--- config.mk ---
export PLATFORM = sky130hd
export DESIGN_NAME = exv_vector_gen
export DESIGN_NICKNAME = d
export VERILOG_FILES = /design/src/rtl/exv_pkg.sv /design/src/rtl/exv_arbiter.sv /design/src/rtl/exv_class_stack.sv /design/src/rtl/exv_base_reg.sv /design/src/rtl/exv_vector_gen.sv
export SDC_FILE = /design/constraint.sdc
export NUM_CORES = 1
export LEC_CHECK = 0
export ABC_CLOCK_PERIOD_IN_PS = 5600
export BUFFER_PORTS_ARGS = -buffer_cell sky130_fd_sc_hd__buf_2
export CAP_MARGIN = 10
export CELL_PAD_IN_SITES_DETAIL_PLACEMENT = 1
export CELL_PAD_IN_SITES_GLOBAL_PLACEMENT = 2
export CORE_MARGIN = 4
export CORE_UTILIZATION = 32
export DETAILED_ROUTE_END_ITERATION = 10
export PLACE_DENSITY = 0.85
export SYNTH_ARGS = -nofsm -noshare
export SYNTH_HDL_FRONTEND = slang
export SYNTH_HIERARCHICAL = 1
export SYNTH_SLANG_ARGS = --single-unit
--- constraint.sdc ---
create_clock -name clk -period 5.6 [get_ports clk]
set_input_delay 0.84 -clock clk [delete_from_list [all_inputs] [get_ports clk]]
set_output_delay 0.84 -clock clk [all_outputs]
set_load 0.005 [all_outputs]
--- src/rtl/exv_pkg.sv ---
// Package: shared constants and offset functions for the vector generator.
// Assumes offsets are 14 bits wide and fit below 16384 bytes.
package exv_pkg;
    localparam int OFF_W = 14;

    // Offset of critical exception i: individually spaced slots above the fixed table.
    function automatic logic [OFF_W-1:0] crit_offset(input int i);
        return OFF_W'(32'h200 + 32'h80 * i);
    endfunction

    // Offset of fixed exception k: consecutive 4-byte slots from the base.
    function automatic logic [OFF_W-1:0] fixed_offset(input int k);
        return OFF_W'(4 * k);
    endfunction
endpackage

--- src/rtl/exv_arbiter.sv ---
// Module: exv_arbiter
// Combinational winner selection over all event sources. Each source has a
// fixed class; the highest class wins, ties go to the lowest flat index.
// Assumes class 0 is never assigned to a source (it is the idle level).
module exv_arbiter
    import exv_pkg::*;
#(
    parameter int NUM_CRIT  = 2,
    parameter int NUM_FIXED = 8,
    parameter int NUM_IRQ   = 4,
    parameter int CLS_W     = 3
) (
    input  logic [NUM_CRIT-1:0]        evt_crit,
    input  logic [NUM_FIXED-1:0]       evt_fixed,
    input  logic [NUM_IRQ-1:0]         evt_irq,
    input  logic [NUM_IRQ*OFF_W-1:0]   irq_vec_off,
    output logic                       win_valid,
    output logic [CLS_W-1:0]           win_cls,
    output logic [OFF_W-1:0]           win_off
);
    localparam int NSRC     = NUM_CRIT + NUM_FIXED + NUM_IRQ;
    localparam int FIX_BASE = NUM_CRIT;
    localparam int IRQ_BASE = NUM_CRIT + NUM_FIXED;
    localparam int FIX_CLS  = NUM_IRQ + 1;

    logic             src_req [NSRC];
    logic [CLS_W-1:0] src_cls [NSRC];
    logic [OFF_W-1:0] src_off [NSRC];

    // Flatten the three source groups into one ordered table.
    genvar g;
    generate
        for (g = 0; g < NUM_CRIT; g++) begin : g_crit
            assign src_req[g] = evt_crit[g];
            assign src_cls[g] = CLS_W'(NUM_IRQ + NUM_CRIT + 1 - g);
            assign src_off[g] = crit_offset(g);
        end
        for (g = 0; g < NUM_FIXED; g++) begin : g_fix
            assign src_req[FIX_BASE+g] = evt_fixed[g];
            assign src_cls[FIX_BASE+g] = CLS_W'(FIX_CLS);
            assign src_off[FIX_BASE+g] = fixed_offset(g);
        end
        for (g = 0; g < NUM_IRQ; g++) begin : g_irq
            assign src_req[IRQ_BASE+g] = evt_irq[g];
            assign src_cls[IRQ_BASE+g] = CLS_W'(g + 1);
            assign src_off[IRQ_BASE+g] = irq_vec_off[g*OFF_W +: OFF_W];
        end
    endgenerate

    // Scan for the strictly highest class; the first source found keeps a tie.
    always_comb begin
        win_valid = 1'b0;
        win_cls   = '0;
        win_off   = '0;
        for (int s = 0; s < NSRC; s++) begin
            if (src_req[s] && (src_cls[s] > win_cls)) begin
                win_valid = 1'b1;
                win_cls   = src_cls[s];
                win_off   = src_off[s];
            end
        end
    end
endmodule

--- src/rtl/exv_class_stack.sv ---
// Module: exv_class_stack
// Holds the class being serviced and a LIFO of interrupted classes.
// Assumes push and pop are never requested together and that push only
// comes with a class above the current one.
module exv_class_stack #(
    parameter int DEPTH = 4,
    parameter int CLS_W = 3
) (
    input  logic             clk,
    input  logic             rst_n,
    input  logic             push,
    input  logic             pop,
    input  logic [CLS_W-1:0] new_cls,
    output logic [CLS_W-1:0] cur_cls,
    output logic             full,
    output logic             empty
);
    localparam int PTR_W = $clog2(DEPTH + 1);
    localparam int IDX_W = (DEPTH > 1) ? $clog2(DEPTH) : 1;

    logic [CLS_W-1:0] stk [DEPTH];
    logic [PTR_W-1:0] ptr;
    logic [IDX_W-1:0] wr_idx;
    logic [IDX_W-1:0] rd_idx;

    assign full   = (ptr == PTR_W'(DEPTH));
    assign empty  = (ptr == '0);
    assign wr_idx = IDX_W'(ptr);
    assign rd_idx = IDX_W'(ptr - 1'b1);

    // Save the current class on entry, restore it on return.
    always_ff @(posedge clk) begin
        if (!rst_n) begin
            ptr     <= '0;
            cur_cls <= '0;
            for (int i = 0; i < DEPTH; i++) stk[i] <= '0;
        end else if (push) begin
            stk[wr_idx] <= cur_cls;
            cur_cls     <= new_cls;
            ptr         <= ptr + 1'b1;
        end else if (pop) begin
            cur_cls <= stk[rd_idx];
            ptr     <= ptr - 1'b1;
        end
    end

    AST_DEPTH_BOUND: assert property (@(posedge clk) disable iff (!rst_n)
        ptr <= PTR_W'(DEPTH));
    AST_NO_PUSH_FULL: assert property (@(posedge clk) disable iff (!rst_n)
        push |-> !full);
    AST_PUSH_HIGHER: assert property (@(posedge clk) disable iff (!rst_n)
        push |-> (new_cls > cur_cls));
    AST_POP_LOWER: assert property (@(posedge clk) disable iff (!rst_n)
        pop |=> (cur_cls < $past(cur_cls)));
endmodule

--- src/rtl/exv_base_reg.sv ---
// Module: exv_base_reg
// Write-only vector base register with an alignment flag for the low
// offset-width bits. Assumes software writes the whole word at once.
module exv_base_reg #(
    parameter int ADDR_W = 32,
    parameter int OFF_W  = 14
) (
    input  logic              clk,
    input  logic              rst_n,
    input  logic              wr,
    input  logic [ADDR_W-1:0] wdata,
    output logic [ADDR_W-1:0] base,
    output logic              unaligned
);
    // Capture a new base on a configuration write.
    always_ff @(posedge clk) begin
        if (!rst_n)  base <= '0;
        else if (wr) base <= wdata;
    end

    assign unaligned = |base[OFF_W-1:0];

    AST_BASE_HOLD: assert property (@(posedge clk) disable iff (!rst_n)
        !wr |=> $stable(base));
endmodule

--- src/rtl/exv_vector_gen.sv ---
// Module: exv_vector_gen (top)
// Picks the winning event, decides whether it preempts the class now being
// serviced, and registers the handler address (base OR offset) together with
// a one-cycle entry pulse. Assumes event requests are levels that the
// sources hold until they are serviced.
module exv_vector_gen
    import exv_pkg::*;
#(
    parameter int NUM_CRIT  = 2,
    parameter int NUM_FIXED = 8,
    parameter int NUM_IRQ   = 4,
    parameter int ADDR_W    = 32,
    parameter int DEPTH     = 4,
    localparam int CLS_W    = $clog2(NUM_IRQ + NUM_CRIT + 2)
) (
    input  logic                     clk,
    input  logic                     rst_n,
    input  logic [NUM_CRIT-1:0]      evt_crit,
    input  logic [NUM_FIXED-1:0]     evt_fixed,
    input  logic [NUM_IRQ-1:0]       evt_irq,
    input  logic [NUM_IRQ*OFF_W-1:0] irq_vec_off,
    input  logic                     evt_ret,
    input  logic                     cfg_wr,
    input  logic [ADDR_W-1:0]        cfg_base,
    output logic                     entry_pulse,
    output logic [ADDR_W-1:0]        tgt_addr,
    output logic [CLS_W-1:0]         entry_cls,
    output logic [CLS_W-1:0]         cur_cls,
    output logic                     base_unaligned
);
    logic             win_valid;
    logic [CLS_W-1:0] win_cls;
    logic [OFF_W-1:0] win_off;
    logic             stk_full;
    logic             stk_empty;
    logic             do_pop;
    logic             do_take;
    logic [ADDR_W-1:0] base;

    exv_arbiter #(
        .NUM_CRIT (NUM_CRIT),
        .NUM_FIXED(NUM_FIXED),
        .NUM_IRQ  (NUM_IRQ),
        .CLS_W    (CLS_W)
    ) u_arb (
        .evt_crit   (evt_crit),
        .evt_fixed  (evt_fixed),
        .evt_irq    (evt_irq),
        .irq_vec_off(irq_vec_off),
        .win_valid  (win_valid),
        .win_cls    (win_cls),
        .win_off    (win_off)
    );

    exv_base_reg #(
        .ADDR_W(ADDR_W),
        .OFF_W (OFF_W)
    ) u_base (
        .clk      (clk),
        .rst_n    (rst_n),
        .wr       (cfg_wr),
        .wdata    (cfg_base),
        .base     (base),
        .unaligned(base_unaligned)
    );

    // A return with an active handler owns the cycle; otherwise a strictly
    // higher class may enter while the stack has room.
    assign do_pop  = evt_ret && !stk_empty;
    assign do_take = !do_pop && win_valid && (win_cls > cur_cls) && !stk_full;

    exv_class_stack #(
        .DEPTH(DEPTH),
        .CLS_W(CLS_W)
    ) u_stk (
        .clk    (clk),
        .rst_n  (rst_n),
        .push   (do_take),
        .pop    (do_pop),
        .new_cls(win_cls),
        .cur_cls(cur_cls),
        .full   (stk_full),
        .empty  (stk_empty)
    );

    // Register the entry pulse, handler address and entered class.
    always_ff @(posedge clk) begin
        if (!rst_n) begin
            entry_pulse <= 1'b0;
            tgt_addr    <= '0;
            entry_cls   <= '0;
        end else begin
            entry_pulse <= do_take;
            if (do_take) begin
                tgt_addr  <= base | ADDR_W'(win_off);
                entry_cls <= win_cls;
            end
        end
    end

    AST_ADDR_HOLD: assert property (@(posedge clk) disable iff (!rst_n)
        !entry_pulse |-> $stable(tgt_addr));
    AST_ADDR_HAS_BASE: assert property (@(posedge clk) disable iff (!rst_n)
        entry_pulse |-> ((tgt_addr & $past(base)) == $past(base)));
    AST_NO_ENTRY_AFTER_RET: assert property (@(posedge clk) disable iff (!rst_n)
        (evt_ret && !stk_empty) |=> !entry_pulse);
    AST_ENTRY_RAISES_CLASS: assert property (@(posedge clk) disable iff (!rst_n)
        entry_pulse |-> (cur_cls == entry_cls));
endmodule

==> results of run 1 <==
[where the power goes]
part | internal [mW] | switching [mW] | leakage, nW | total, mW
logic | 0.352 | 0.434 | 1.67 | 0.787
registers | 0.744 | 0.0877 | 0.733 | 0.832
clock network | 0.370 | 0.234 | 0.146 | 0.603
total | 1.47 | 0.756 | 2.55 | 2.22
[flip-flops by register name (all words and copies together) (netlist names)]
register / cells
entry_cls: 3
u_base/base: 32
u_stk/ptr: 3
u_stk/cur_cls: 3
tgt_addr: 32
u_stk/stk: 12
entry_pulse: 1
[path summary, 6_finish.rpt]
check	start	end	slack (ns)	cells past startpoint
hold reg to reg	tgt_addr[3]	tgt_addr[3]	0.46	2
setup reg to reg	u_stk/ptr[0]	u_stk/cur_cls[0]	2.68	9
hold / removal	tgt_addr[3]	tgt_addr[3]	0.46	2
setup / recovery	evt_fixed[2]	u_stk/cur_cls[0]	1.49	12
[worst max-delay path: cells and delay by family]
family	cells	cell delay, ns
simple gates	6	1.92
buf+inv	2	0.73
compound gates	3	0.46
fa+ha+maj	1	0.36
[routing by layer]
layer | GRT usage | wire length [um] | vias to the layer above
met5 | 0 | 0 | -
met2 | 0.2790 | 6719 | 94
met3 | 0.03074 | 604 | 16
met1 | 0.2049 | 5939 | 1877
met4 | 0.06246 | 259 | 0
li1 | - | - | 1933
[logic make-up after synthesis]
kind of cell / count (synthesis) / share of synthesized area
multiplexers: 73 / 0.1621
XOR/XNOR: 1 / 0.001940
AO/OA/AOI/OAI: 83 / 0.1267
buffers and inverters: 58 / 0.07567
flip-flops: 86 / 0.4080
adder cells (fa/ha/maj): 6 / 0.01663
AND/OR/NAND/NOR: 179 / 0.2090
[placed cells by master, fill, tap and decap left out, types with 10 or more instances in the layout]
| cell | Yosys | layout |
|---|---|---|
| buf_2 | 6 | 145 |
| nand2_1 | 80 | 80 |
| dfxtp_1 | 74 | 74 |
| mux2i_1 | 72 | 72 |
| nor2b_1 | 40 | 40 |
| inv_1 | 20 | 20 |
| o21ai_0 | 19 | 19 |
| a21oi_1 | 17 | 17 |
| nor2_1 | 13 | 13 |
| edfxtp_1 | 12 | 12 |
| a221oi_1 | 10 | 10 |
[final cells by class]
class,instances,area [um^2],share of cell area
Timing Repair Buffer,147,740.7,0.1339
Clock inverter,3,42.54,0.007692
Sequential cell,86,1842,0.3330
Multi-Input combinational cell,342,2332,0.4217
Tap cell,180,225.2,0.04072
Inverter,22,82.58,0.01493
Clock buffer,13,260.3,0.04706
Antenna cell,2,5.005,0.0009050
[through the flow]
stage                     instances  power, mW  hold WS [ns]  cell area (um^2)
after floorplan                 486      1.476        0.4373              4514
after global placement          777      1.614        0.4405              5223
after detailed placement        777      1.639        0.4533              5223
after CTS                       793      2.257        0.4670              5525
after global routing            795      2.357        0.4805              5530
final                           795      2.222        0.4616              5530
==> metrics, run 1 <==
Iteration-0 DRC Markers 230; Die ar. 16070 um^2; maxcap violations 0; cells after synthesis 486; post-synth top area share 0.3282; vias per cell 4.931; Pleak 2.549 nW; worst IR drop on VDD 0.3180 mV; Buffers on Ports 145; wire per inst 17.01 um; Max stage delay on crit path 0.60 ns; Seq/Total Area, Yosys 0.4080; HP Class reg -> reg; CP cell instances buf_2 > nor4_4 > nand3_1 > or2_1 > ha_1 > nand2_1 > o21ai_1 > and3_2 > buf_4 > nand3b_1 > o221ai_1 > o21a_1; Finished Core Util 0.4000; GRT Overall Usage 0.1637; Die X-Extent 126.8 um; maximum fanout along the worst path 47; min cycle time layout a little over 4 ns; worst path required time 5.83 ns; Reg clk slew, reported paths approximately 0.060 ns; # rows between 40 and 50; insertion delay to the later sink of the worst-skew pair 0.33 ns; Post-Syn Area 4514 um^2; clk buf depth 2; post-CTS resize count 0; first-pass GRT wire length 21.18 mm; Post-synth top cells 80 x nand2_1, 74 x dfxtp_1, 72 x mux2i_1, 40 x nor2b_1, 21 x clkbuf_1; cell accounting for the most synthesized area dfxtp_1; area grow syn2layout 22.51%; DRT Wirelength 13.52 mm; async set-reset flop share out of synthesis 0; Core Box Area 13830 um^2; ys flop type dfxtp_1; grt ovf 0; gpl congestion 0.8548; RSZ-0062 raised after global routing false; CP max-delay cell buf_4; IO Pins 146; Initial Utilization 0.3265; worst-case clock skew 0.005956 ns; Vias 3920; 1st-pass router iterations 4; Post-synth EDFFs 12; layout cells sized above 1 0.2822; CTS root buf clkbuf_16; vias in the first global route 4123; Critical Path Start Type input pin; nature of the critical path endpoint register; final setup violation count 0; Netlist cell types 55; status finished clean; Die Y around 130 um; setup repair bufs after CTS 0; fmax 243.6 MHz; Yosys warnings 6; setup ws final 1.494 ns; pins over their slew limit 0; Post-CTS Hold Buffers 0; crit path DAT 4.33 ns; power density over cell area about 400 nW/um^2; CTS H-tree depth 3; largest net degree at the start of global routing 97; worst slew pin tran 1.011 ns; Syn Nets 598; CTS Sinks 86; Setup CP Type in -> reg; CTS tree done; initial antenna violation count 2; Setup TNS Final 0 ns; pre-CTS setup slack 1.136 ns; register bit count reported by yosys 86; Layout Nets 720; top post-synthesis cells by area dfxtp_1 33%, mux2i_1 16%, edfxtp_1 8.0%, nand2_1 6.7%, nor2b_1 5.5%; total CTS buffers 9; Final Hold Viols 0; fin crit share 0.7332; count leader, synth nand2_1; DRT antenna net count 0; DRC 0; HPWL Detailed 9.969 mm; max_slew headroom 0.3263; Mapped Avg Cell Area 9.289 um^2; fill count approximately 1700
(Power assumes the default switching activity.)
==> inputs of run 2 (changes only) <==
--- a/config.mk
+++ b/config.mk
@@ -5,15 +5,15 @@
 export SDC_FILE = /design/constraint.sdc
 export NUM_CORES = 1
 export LEC_CHECK = 0
-export ABC_CLOCK_PERIOD_IN_PS = 5600
+export ABC_CLOCK_PERIOD_IN_PS = 4100
 export BUFFER_PORTS_ARGS = -buffer_cell sky130_fd_sc_hd__buf_2
 export CAP_MARGIN = 10
 export CELL_PAD_IN_SITES_DETAIL_PLACEMENT = 1
 export CELL_PAD_IN_SITES_GLOBAL_PLACEMENT = 2
 export CORE_MARGIN = 4
-export CORE_UTILIZATION = 32
+export CORE_UTILIZATION = 30
 export DETAILED_ROUTE_END_ITERATION = 10
-export PLACE_DENSITY = 0.85
+export PLACE_DENSITY = 0.8
 export SYNTH_ARGS = -nofsm -noshare
 export SYNTH_HDL_FRONTEND = slang
 export SYNTH_HIERARCHICAL = 1
==> constraint.sdc (replaced) <==
create_clock -name clk -period 4.1 [get_ports clk]
set_input_delay 0.615 -clock clk [delete_from_list [all_inputs] [get_ports clk]]
set_output_delay 0.615 -clock clk [all_outputs]
set_load 0.005 [all_outputs]
==> run 2 against run 1 <==
Against the previous run: clock skew grew 0.0021 ns; register-to-register slack got worse by 1.5 ns; first-iteration DRC count shrank 14%; via count up 0.71%; worst setup slack worse by 0.64 ns; non-clock buffer count grew 5; cell count is 1.0% higher; core utilization shrank 1.8 points; sequential power rose by 36%; critical path depth decreased by 1; count of clock-buffer cells in the layout unchanged; largest cell class unchanged; largest power group unchanged.
==> metrics, run 2 (synthesis results as in run 1) <==
crit path buf inv count 1; Reg clk slew, reported paths about 0.060 ns; fill count 1777; Vias 3948; CP top delay family simple AND/OR/NAND/NOR gates; post-place instance area around 5300 um^2; CTS H-tree depth 3; initial antenna violation count 1; fmax 307.7 MHz; CP cell instances buf_2 > nor4_4 > nand3_1 > o21a_1 > a21oi_1 > ha_1 > nand3_1 > and3_2 > nand2_1 > nor3_1 > nand2b_1; Setup CP Type in -> reg; final setup violation count 0; Clock Power Share 0.286; Pleak 2.586 nW; DRC 0; Final Hold Viols 0; Top Registers tgt_addr x32, u_base/base x32, u_stk/stk x12; CTS tree done; Pint between 2 and 2.5 mW; setup repair bufs after CTS 0; Logic pwr share 0.347; final instance area 5599 um^2; crit path DAT 3.29 ns; grt ovf 0; first-pass GRT wire length about 21 mm; Die X-Extent 130.7 um; HPWL Detailed 10.07 mm; Core Box Area 14640 um^2; met3 routed WL 834 um; Finished Core Util 0.3823; Layout Nets 725; P_sw 1.028 mW; Max stage delay on crit path between 0.4 and 0.5 ns; IO Pins 146; M1 WL about 5.9 mm; min cycle time layout about 3.2 ns; Buffers on Ports 145; gpl congestion 0.8413; area grow syn2layout 24.03%; nature of the critical path endpoint register; wire per inst ~17 um; DRT Wirelength 13.36 mm; status finished clean; maxcap violations 0; Die Y 130.7 um; metal2 WL 6.417 mm; CTS root buf clkbuf_16; post-CTS resize count 0; fin crit share 0.7926; Critical Path Start Type input pin; clk buf depth 2; worst path required time 4.14 ns; Die ar. 17070 um^2; pins over their slew limit 0; total CTS buffers 9; worst-case clock skew between 0.008 and 0.009 ns; largest net degree at the start of global routing 92; Post-CTS Hold Buffers 0; vias per cell between 4 and 5; power density over cell area 550.9 nW/um^2; maximum fanout along the worst path 21; most frequent cells in the layout 145 x buf_2, 80 x nand2_1, 74 x dfxtp_1, 72 x mux2i_1, 40 x nor2b_1; HP Class reg -> reg; layout cells sized above 1 0.2864; CP max-delay cell and3_2; RSZ-0062 raised after global routing false; Reg power frac 0.367; max_slew headroom 0.3249; Worst path most repeated cell nand3_1; worst IR drop on VDD around 0.32 mV; Sw Ratio 0.3332; # rows 44; Iteration-0 DRC Markers 198; Setup TNS Final 0 ns; Initial Utilization 0.3083; commonest non-fill, non-tap cell in the layout buf_2; insertion delay to the later sink of the worst-skew pair 0.34 ns; vias in the first global route 4178; worst slew pin tran 1.013 ns; DRT antenna net count 0; 1st-pass router iterations 4; Top Metal Used met4; GRT Overall Usage 0.1571; CTS Sinks 86
-- run 2: power by group through the flow --
stage / Sequential, mW / Combinational (mW) / Clock (mW)
after floorplan: 1.11 / 0.908 / 0
after CTS: 1.14 / 1.09 / 0.902
final: 1.13 / 1.07 / 0.881
after detailed placement: 1.15 / 1.09 / 0
after global placement: 1.15 / 1.06 / 0
after global routing: 1.15 / 1.18 / 0.944
-- run 2: final cells by class --
cell class	count	area (um^2)	area share
Sequential cell	86	1842	0.3289
Clock buffer	13	250.2	0.04469
Clock inverter	3	68.82	0.01229
Antenna cell	1	2.502	0.0004469
Timing Repair Buffer	152	790.8	0.1412
Inverter	22	82.58	0.01475
Multi-Input combinational cell	342	2332	0.4165
Tap cell	184	230.2	0.04112
-- run 2: worst paths after layout --
| path | start | to | slack (ns) | cells past startpoint |
|---|---|---|---|---|
| max | evt_fixed[2] | u_stk/stk[0][1] | 0.85 | 11 |
| min | tgt_addr[21] | tgt_addr[21] | 0.46 | 2 |
| max reg2reg | u_stk/ptr[0] | u_stk/stk[0][1] | 1.22 | 8 |
| min reg2reg | tgt_addr[21] | tgt_addr[21] | 0.46 | 2 |
-- run 2: routing by layer --
| metal | up-vias | GRT usage |
|---|---|---|
| li1 | 1946 | - |
| met1 | 1897 | 0.1924 |
| met2 | 89 | 0.2624 |
| met3 | 16 | 0.04675 |
| met4 | 0 | 0.05626 |
| met5 | - | 0 |
-- run 2: stage by stage --
step	cells	setup slack, ns	power [mW]	hold WS (ns)
floorplan	486	0.7637	2.016	0.4373
global placement	786	0.6262	2.205	0.4411
detailed placement	786	0.4927	2.241	0.4471
CTS	802	0.8369	3.131	0.4612
global route	803	0.6161	3.280	0.4760
finish	803	0.8504	3.084	0.4574
-- run 2: worst min-delay path, cell delays in order, from the launching register on --
cell	delay (ns)
dfxtp_1	0.31
nand2_1	0.05
mux2i_1	0.05
